--- src/rtl/ivc_pkg.sv ---
package ivc_pkg;
    // Word indices of the register port (byte offset divided by four)
    localparam logic [2:0] RW_STATUS = 3'd0;
    localparam logic [2:0] RW_PEND   = 3'd1;
    localparam logic [2:0] RW_ENABLE = 3'd2;
    localparam logic [2:0] RW_ACK    = 3'd3;
    localparam logic [2:0] RW_SET    = 3'd4;
    localparam logic [2:0] RW_CLR    = 3'd5;
    localparam logic [2:0] RW_VECTOR = 3'd6;
    localparam logic [2:0] RW_MASTER = 3'd7;

    // Master-control states, encoded as {hardware-request bit, master bit}
    typedef enum logic [1:0] {
        MS_OFF    = 2'b00,
        MS_GATE   = 2'b01,
        MS_HWONLY = 2'b10,
        MS_LIVE   = 2'b11
    } mstate_t;
endpackage

--- src/rtl/ivc_capture.sv ---
module ivc_capture #(
    parameter int          N_SRC     = 8,
    parameter logic [31:0] KIND_MASK = 32'h0
) (
    input  logic             clk,
    input  logic             rst_n,
    input  logic [N_SRC-1:0] src_i,
    input  logic [N_SRC-1:0] ack_clr,
    output logic [N_SRC-1:0] status
);
    for (genvar i = 0; i < N_SRC; i++) begin : g_src
        logic s1_q, s2_q, trig;

        // Two-stage synchroniser for the raw input
        always_ff @(posedge clk or negedge rst_n) begin
            if (!rst_n) begin
                s1_q <= 1'b0;
                s2_q <= 1'b0;
            end else begin
                s1_q <= src_i[i];
                s2_q <= s1_q;
            end
        end

        if (KIND_MASK[i]) begin : g_edge
            // Edge kind: trigger only on a rising edge of the synchronised input
            logic prev_q;
            always_ff @(posedge clk or negedge rst_n) begin
                if (!rst_n) prev_q <= 1'b0;
                else        prev_q <= s2_q;
            end
            assign trig = s2_q & ~prev_q;
        end else begin : g_level
            // Level kind: trigger on every cycle the input is high
            assign trig = s2_q;
        end

        // Sticky status bit; a trigger in the same cycle wins over an acknowledge
        always_ff @(posedge clk or negedge rst_n) begin
            if (!rst_n) status[i] <= 1'b0;
            else        status[i] <= (status[i] & ~ack_clr[i]) | trig;
        end
    end
endmodule

--- src/rtl/ivc_prio_enc.sv ---
module ivc_prio_enc #(
    parameter int N_SRC = 8,
    parameter int IDX_W = (N_SRC > 1) ? $clog2(N_SRC) : 1
) (
    input  logic [N_SRC-1:0] pend,
    output logic [IDX_W-1:0] idx,
    output logic             hit
);
    // Scan from the top down so the lowest set bit is the one left in idx
    always_comb begin
        idx = '0;
        hit = 1'b0;
        for (int i = N_SRC - 1; i >= 0; i--) begin
            if (pend[i]) begin
                idx = IDX_W'(i);
                hit = 1'b1;
            end
        end
    end
endmodule

--- src/rtl/ivc_master_fsm.sv ---
module ivc_master_fsm
    import ivc_pkg::*;
(
    input  logic       clk,
    input  logic       rst_n,
    input  logic       wr,
    input  logic [1:0] wbits,
    output logic       m_en,
    output logic       hw_en
);
    mstate_t state_q, state_d;

    // State register
    always_ff @(posedge clk or negedge rst_n) begin
        if (!rst_n) state_q <= MS_OFF;
        else        state_q <= state_d;
    end

    // Next-state logic: the hardware-request bit can only be set here, never cleared
    always_comb begin
        state_d = state_q;
        unique case (state_q)
            MS_OFF, MS_GATE: begin
                if (wr) begin
                    unique case (wbits)
                        2'b00:   state_d = MS_OFF;
                        2'b01:   state_d = MS_GATE;
                        2'b10:   state_d = MS_HWONLY;
                        default: state_d = MS_LIVE;
                    endcase
                end
            end
            MS_HWONLY, MS_LIVE: begin
                if (wr) state_d = wbits[0] ? MS_LIVE : MS_HWONLY;
            end
            default: state_d = MS_OFF;
        endcase
    end

    // Output decode from the current state
    always_comb begin
        unique case (state_q)
            MS_OFF:    begin m_en = 1'b0; hw_en = 1'b0; end
            MS_GATE:   begin m_en = 1'b1; hw_en = 1'b0; end
            MS_HWONLY: begin m_en = 1'b0; hw_en = 1'b1; end
            MS_LIVE:   begin m_en = 1'b1; hw_en = 1'b1; end
            default:   begin m_en = 1'b0; hw_en = 1'b0; end
        endcase
    end
endmodule

--- src/rtl/irq_vector_ctrl.sv ---
module irq_vector_ctrl
    import ivc_pkg::*;
#(
    parameter int          N_SRC     = 8,
    parameter logic [31:0] KIND_MASK = 32'hFFFF_FF0F
) (
    input  logic             clk,
    input  logic             rst_n,
    input  logic [N_SRC-1:0] src_i,
    input  logic             reg_wr,
    input  logic [2:0]       reg_word,
    input  logic [31:0]      reg_wdata,
    output logic [31:0]      reg_rdata,
    output logic             irq_o
);
    localparam int          IDX_W = (N_SRC > 1) ? $clog2(N_SRC) : 1;
    localparam logic [31:0] VMASK = (N_SRC >= 32) ? 32'hFFFF_FFFF : ((32'd1 << N_SRC) - 32'd1);

    logic [31:0]      enable_q;
    logic [N_SRC-1:0] status;
    logic [31:0]      status32, pend32;
    logic [N_SRC-1:0] ack_clr;
    logic [IDX_W-1:0] vec_idx;
    logic             vec_hit;
    logic             m_en, hw_en;

    // Acknowledge strobe: only the bits written as 1, only on a write to the ack word
    assign ack_clr = (reg_wr && reg_word == RW_ACK) ? reg_wdata[N_SRC-1:0] : '0;

    ivc_capture #(.N_SRC(N_SRC), .KIND_MASK(KIND_MASK)) u_cap (
        .clk     (clk),
        .rst_n   (rst_n),
        .src_i   (src_i),
        .ack_clr (ack_clr),
        .status  (status)
    );

    // Enable word: replaced by a full write, or changed by the set-only and clear-only words
    always_ff @(posedge clk or negedge rst_n) begin
        if (!rst_n) begin
            enable_q <= '0;
        end else if (reg_wr) begin
            if (reg_word == RW_ENABLE)   enable_q <= reg_wdata & VMASK;
            else if (reg_word == RW_SET) enable_q <= (enable_q | reg_wdata) & VMASK;
            else if (reg_word == RW_CLR) enable_q <= enable_q & ~reg_wdata;
        end
    end

    assign status32 = 32'(status);
    assign pend32   = status32 & enable_q;

    ivc_prio_enc #(.N_SRC(N_SRC), .IDX_W(IDX_W)) u_enc (
        .pend (pend32[N_SRC-1:0]),
        .idx  (vec_idx),
        .hit  (vec_hit)
    );

    ivc_master_fsm u_mst (
        .clk   (clk),
        .rst_n (rst_n),
        .wr    (reg_wr && reg_word == RW_MASTER),
        .wbits (reg_wdata[1:0]),
        .m_en  (m_en),
        .hw_en (hw_en)
    );

    // Combinational read mux; write-only words read as zero
    always_comb begin
        unique case (reg_word)
            RW_STATUS: reg_rdata = status32;
            RW_PEND:   reg_rdata = pend32;
            RW_ENABLE: reg_rdata = enable_q;
            RW_VECTOR: reg_rdata = vec_hit ? 32'(vec_idx) : 32'hFFFF_FFFF;
            RW_MASTER: reg_rdata = {30'd0, hw_en, m_en};
            default:   reg_rdata = 32'd0;
        endcase
    end

    assign irq_o = m_en & hw_en & (|pend32);
endmodule

--- config.mk ---
export PLATFORM = sky130hd
export DESIGN_NAME = irq_vector_ctrl
export DESIGN_NICKNAME = d
export VERILOG_FILES = /design/src/rtl/ivc_pkg.sv /design/src/rtl/ivc_capture.sv /design/src/rtl/ivc_prio_enc.sv /design/src/rtl/ivc_master_fsm.sv /design/src/rtl/irq_vector_ctrl.sv
export SDC_FILE = /design/constraint.sdc
export NUM_CORES = 1
export LEC_CHECK = 0
export BUFFER_PORTS_ARGS = -buffer_cell sky130_fd_sc_hd__buf_2
export CORE_ASPECT_RATIO = 0.5
export CORE_MARGIN = 2
export CORE_UTILIZATION = 30
export DETAILED_ROUTE_END_ITERATION = 10
export PLACE_DENSITY = 0.55
export SKIP_CTS_REPAIR_TIMING = 1
export SYNTH_ARGS = -nofsm -noshare
export SYNTH_HDL_FRONTEND = slang
export SYNTH_SLANG_ARGS = --single-unit
--- constraint.sdc ---
create_clock -name clk -period 1.89 [get_ports clk]
set_input_delay 0.4725 -clock clk [delete_from_list [all_inputs] [get_ports clk]]
set_output_delay 0.4725 -clock clk [all_outputs]
set_load 0.005 [all_outputs]
==> results.cfg <==
[run_status]
status = finished, violations left
violations = negative setup slack

[sta]
max_clock_freq_mhz = 384
fin_crit_ps = 2600
slew_headroom_pct = 70.6
finalSetupViolations = 33
hold_viol = 0
fin_ws_ps = -711
rsz0062_at_grt = true
tightest_slew_ps = 441
period_share_pct = 138
fin_skew_ps = 3.85
tns_ps = -21260
final_max_slew_viol_count = 0

[routing]
vias = 2462
drt_pre_antenna_iters = 4
routed_via_density = 4.77
ant_nets = 0
met3WireLength_um = 330
wl_met1_um = 3280
wl_um = 7400
top_layer = met4
route.detailed.drc = 0
drt_iter0_markers = 133
route.met2.wl_um = 3680
wl_per_cell_um = 14.3

[clock_tree]
clock_tree.root_cell = clkbuf_16
cts_buffer_depth = 2
clock_sinks = 62
path_clk_slew_ps = 50
clk_latency_ps = 320
htree_levels = 3
cts_buffers = 9
tritoncts = built

[synthesis]
synth_seq_cells = 62
syn_avg_cell_area_sq_um = 10.0
yosys.cell_types.count = 38
syn_area_sq_um = 2750
synth_largest_area_cell = dfrtp_1
synth_top_family_by_area = compound AO/OA/AOI/OAI gates
synth_compound_area_share_pct = 22.1
synth_warnings = 0
yosys-top-cells-area = dfrtp_1 57%, nand2_1 8.8%, o21a_1 6.8%, a32o_1 4.0%, nor2_1 3.4%
muxShareOfSynthArea_pct = 0.410
synthCells = 274
yosys.area_share.simple_pct = 16.6
syn_nets = 320
synth_adder_area_share_pct = 0
synth-xor-area-share_pct = 0
synth_top_cell_area_share_pct = 56.5
synth_seq_area_share_pct = 56.5

[setup_path]
worstPathMaxFanout = 5
path_class = reg -> out
critPathRequiredTime_ps = 1420
critical_path.slowest_cell = a222oi_1
cp-start-kind = register
worstPathArrival_ps = 2130
cp_slowest_stage_delay_ps = 470
cp-end-kind = output port
path_cells = a222oi_1 -> nand4_1 -> or3_4 -> buf_4 -> o21ai_2 -> buf_2

[floorplan]
initial_core_util_pct = 31.2
core-area_sq_um = 8800
rows = 24
die-area_sq_um = 9980
ioPinCount = 79
die_h_um = 71.6
die_w_um = 139

[placement]
dp.final_hpwl_um = 5280
gp_congestion = 0.873
dp_worst_setup_slack_ps = -367
numPortBuffers = 78

[power]
p_per_area_nw_per_um2 = 890
cellLeakagePower_nw = 2.08
ir_drop_mv = 0.431

[grt]
grt_first_pass_wirelength_um = 11900
grt_overflow = 0
grt_max_degree = 48
track_usage_pct = 15.4
antenna_found_initial = 0
grt_pass1_vias = 2438

[cells_and_area]
fin_nets = 441
insertedDiodeCount = 0
drive_gt1_share_pct = 42.9
fillers = 858
syn2layout_area_growth_pct = 44.7

[run]
maxCapViolCount = 0

[min_path]
min_path_type = in -> async
per-layer routing:
metal / vias to the layer above / global-route usage (%)
li1: 1189 / -
met1: 1220 / 18.8
met2: 44 / 26.0
met3: 9 / 4.81
met4: 0 / 5.50
met5: - / 0
power breakdown:
group	switching, mW	internal, mW	total (mW)
Combinational	0.285	0.306	0.591
Sequential	0.0378	1.40	1.44
Clock	0.566	0.942	1.51
Total	0.889	2.65	3.54
final cells by class:
type	instances	area, sq um	area share [%]
Sequential cell	62	1550	39.1
Multi-Input combinational cell	188	1140	28.6
Timing Repair Buffer	125	830	20.9
Clock buffer	11	253	6.36
Tap cell	117	146	3.69
Inverter	9	33.8	0.850
Clock inverter	4	22.5	0.567
cell usage in the layout (no fill, tap or decap), types with 3 or more instances in the layout:
| cell | synthesis | layout |
|---|---|---|
| a21oi_1 | 3 | 3 |
| a22oi_1 | 6 | 5 |
| a32o_1 | 11 | 11 |
| a32oi_1 | 3 | 3 |
| buf_12 | 0 | 5 |
| buf_2 | 3 | 76 |
| buf_4 | 1 | 39 |
| buf_6 | 3 | 5 |
| clkbuf_16 | 0 | 9 |
| clkinv_2 | 0 | 3 |
| dfrtp_1 | 62 | 62 |
| inv_1 | 9 | 8 |
| nand2_1 | 64 | 53 |
| nand2_2 | 0 | 11 |
| nand2b_1 | 5 | 5 |
| nor2_1 | 25 | 25 |
| o21a_1 | 25 | 25 |
| o21ai_0 | 15 | 14 |
| o21ai_2 | 5 | 7 |
through the flow:
stage	power [mW]	util, %	std cells	cell area, sq um	hold slack, ps
floorplan	1.70	-	274	2770	177
global placement	1.99	41.1	496	3610	333
detailed placement	2.00	41.1	496	3610	335
CTS	3.53	44.2	511	3890	80.3
global route	3.72	45.2	516	3970	89.7
finish	3.54	45.2	516	3970	76.2
Yosys cell counts, drive strengths merged:
master / count
and2b: 1
a222oi: 1
nand2b: 5
and4b: 1
a31oi: 1
o211ai: 1
nand4: 1
nand2: 64
mux2: 1
nand3: 1
o22ai: 1
a32oi: 3
a21oi: 3
a211oi: 1
a221oi: 1
a21o: 3
inv: 9
buf: 7
nor2: 25
nor2b: 2
or3: 1
dfrtp: 62
o21a: 25
a32o: 11
o21ai: 22
or2: 2
a31o: 1
nor3b: 1
a211o: 1
a22oi: 6
clkbuf: 8
and3: 2
critical path: cells and delay by family, from the launching register on:
family                 cells  cell delay, ps
AO/OA/AOI/OAI              2             540
buffers and inverters      2             300
flip-flops                 1             380
AND/OR/NAND/NOR            2             590
cells by family after synthesis:
kind of cell,after synthesis
AOI/OAI and AO/OA,81
muxes,1
buffers and inverters,24
DFF,62
and+or+nand+nor,106
path summary, 6_finish.rpt:
kind                                           endpoint  depth (start not counted)                start  slack [ps]
min in group clk                    u_cap.g_src[5].s1_q                          1             src_i[5]         250
max reg2reg                             u_cap.status[5]                          4      u_cap.status[5]         850
min                                        enable_q[24]                          1                rst_n          80
max in group asynchronous  u_cap.g_src[2].g_edge.prev_q                          2                rst_n        1230
max                                        reg_rdata[4]                          6      u_cap.status[3]        -710
min reg2reg                         u_cap.g_src[5].s2_q                          0  u_cap.g_src[5].s1_q         350
Note: power is estimated with default switching activity, not from simulation.
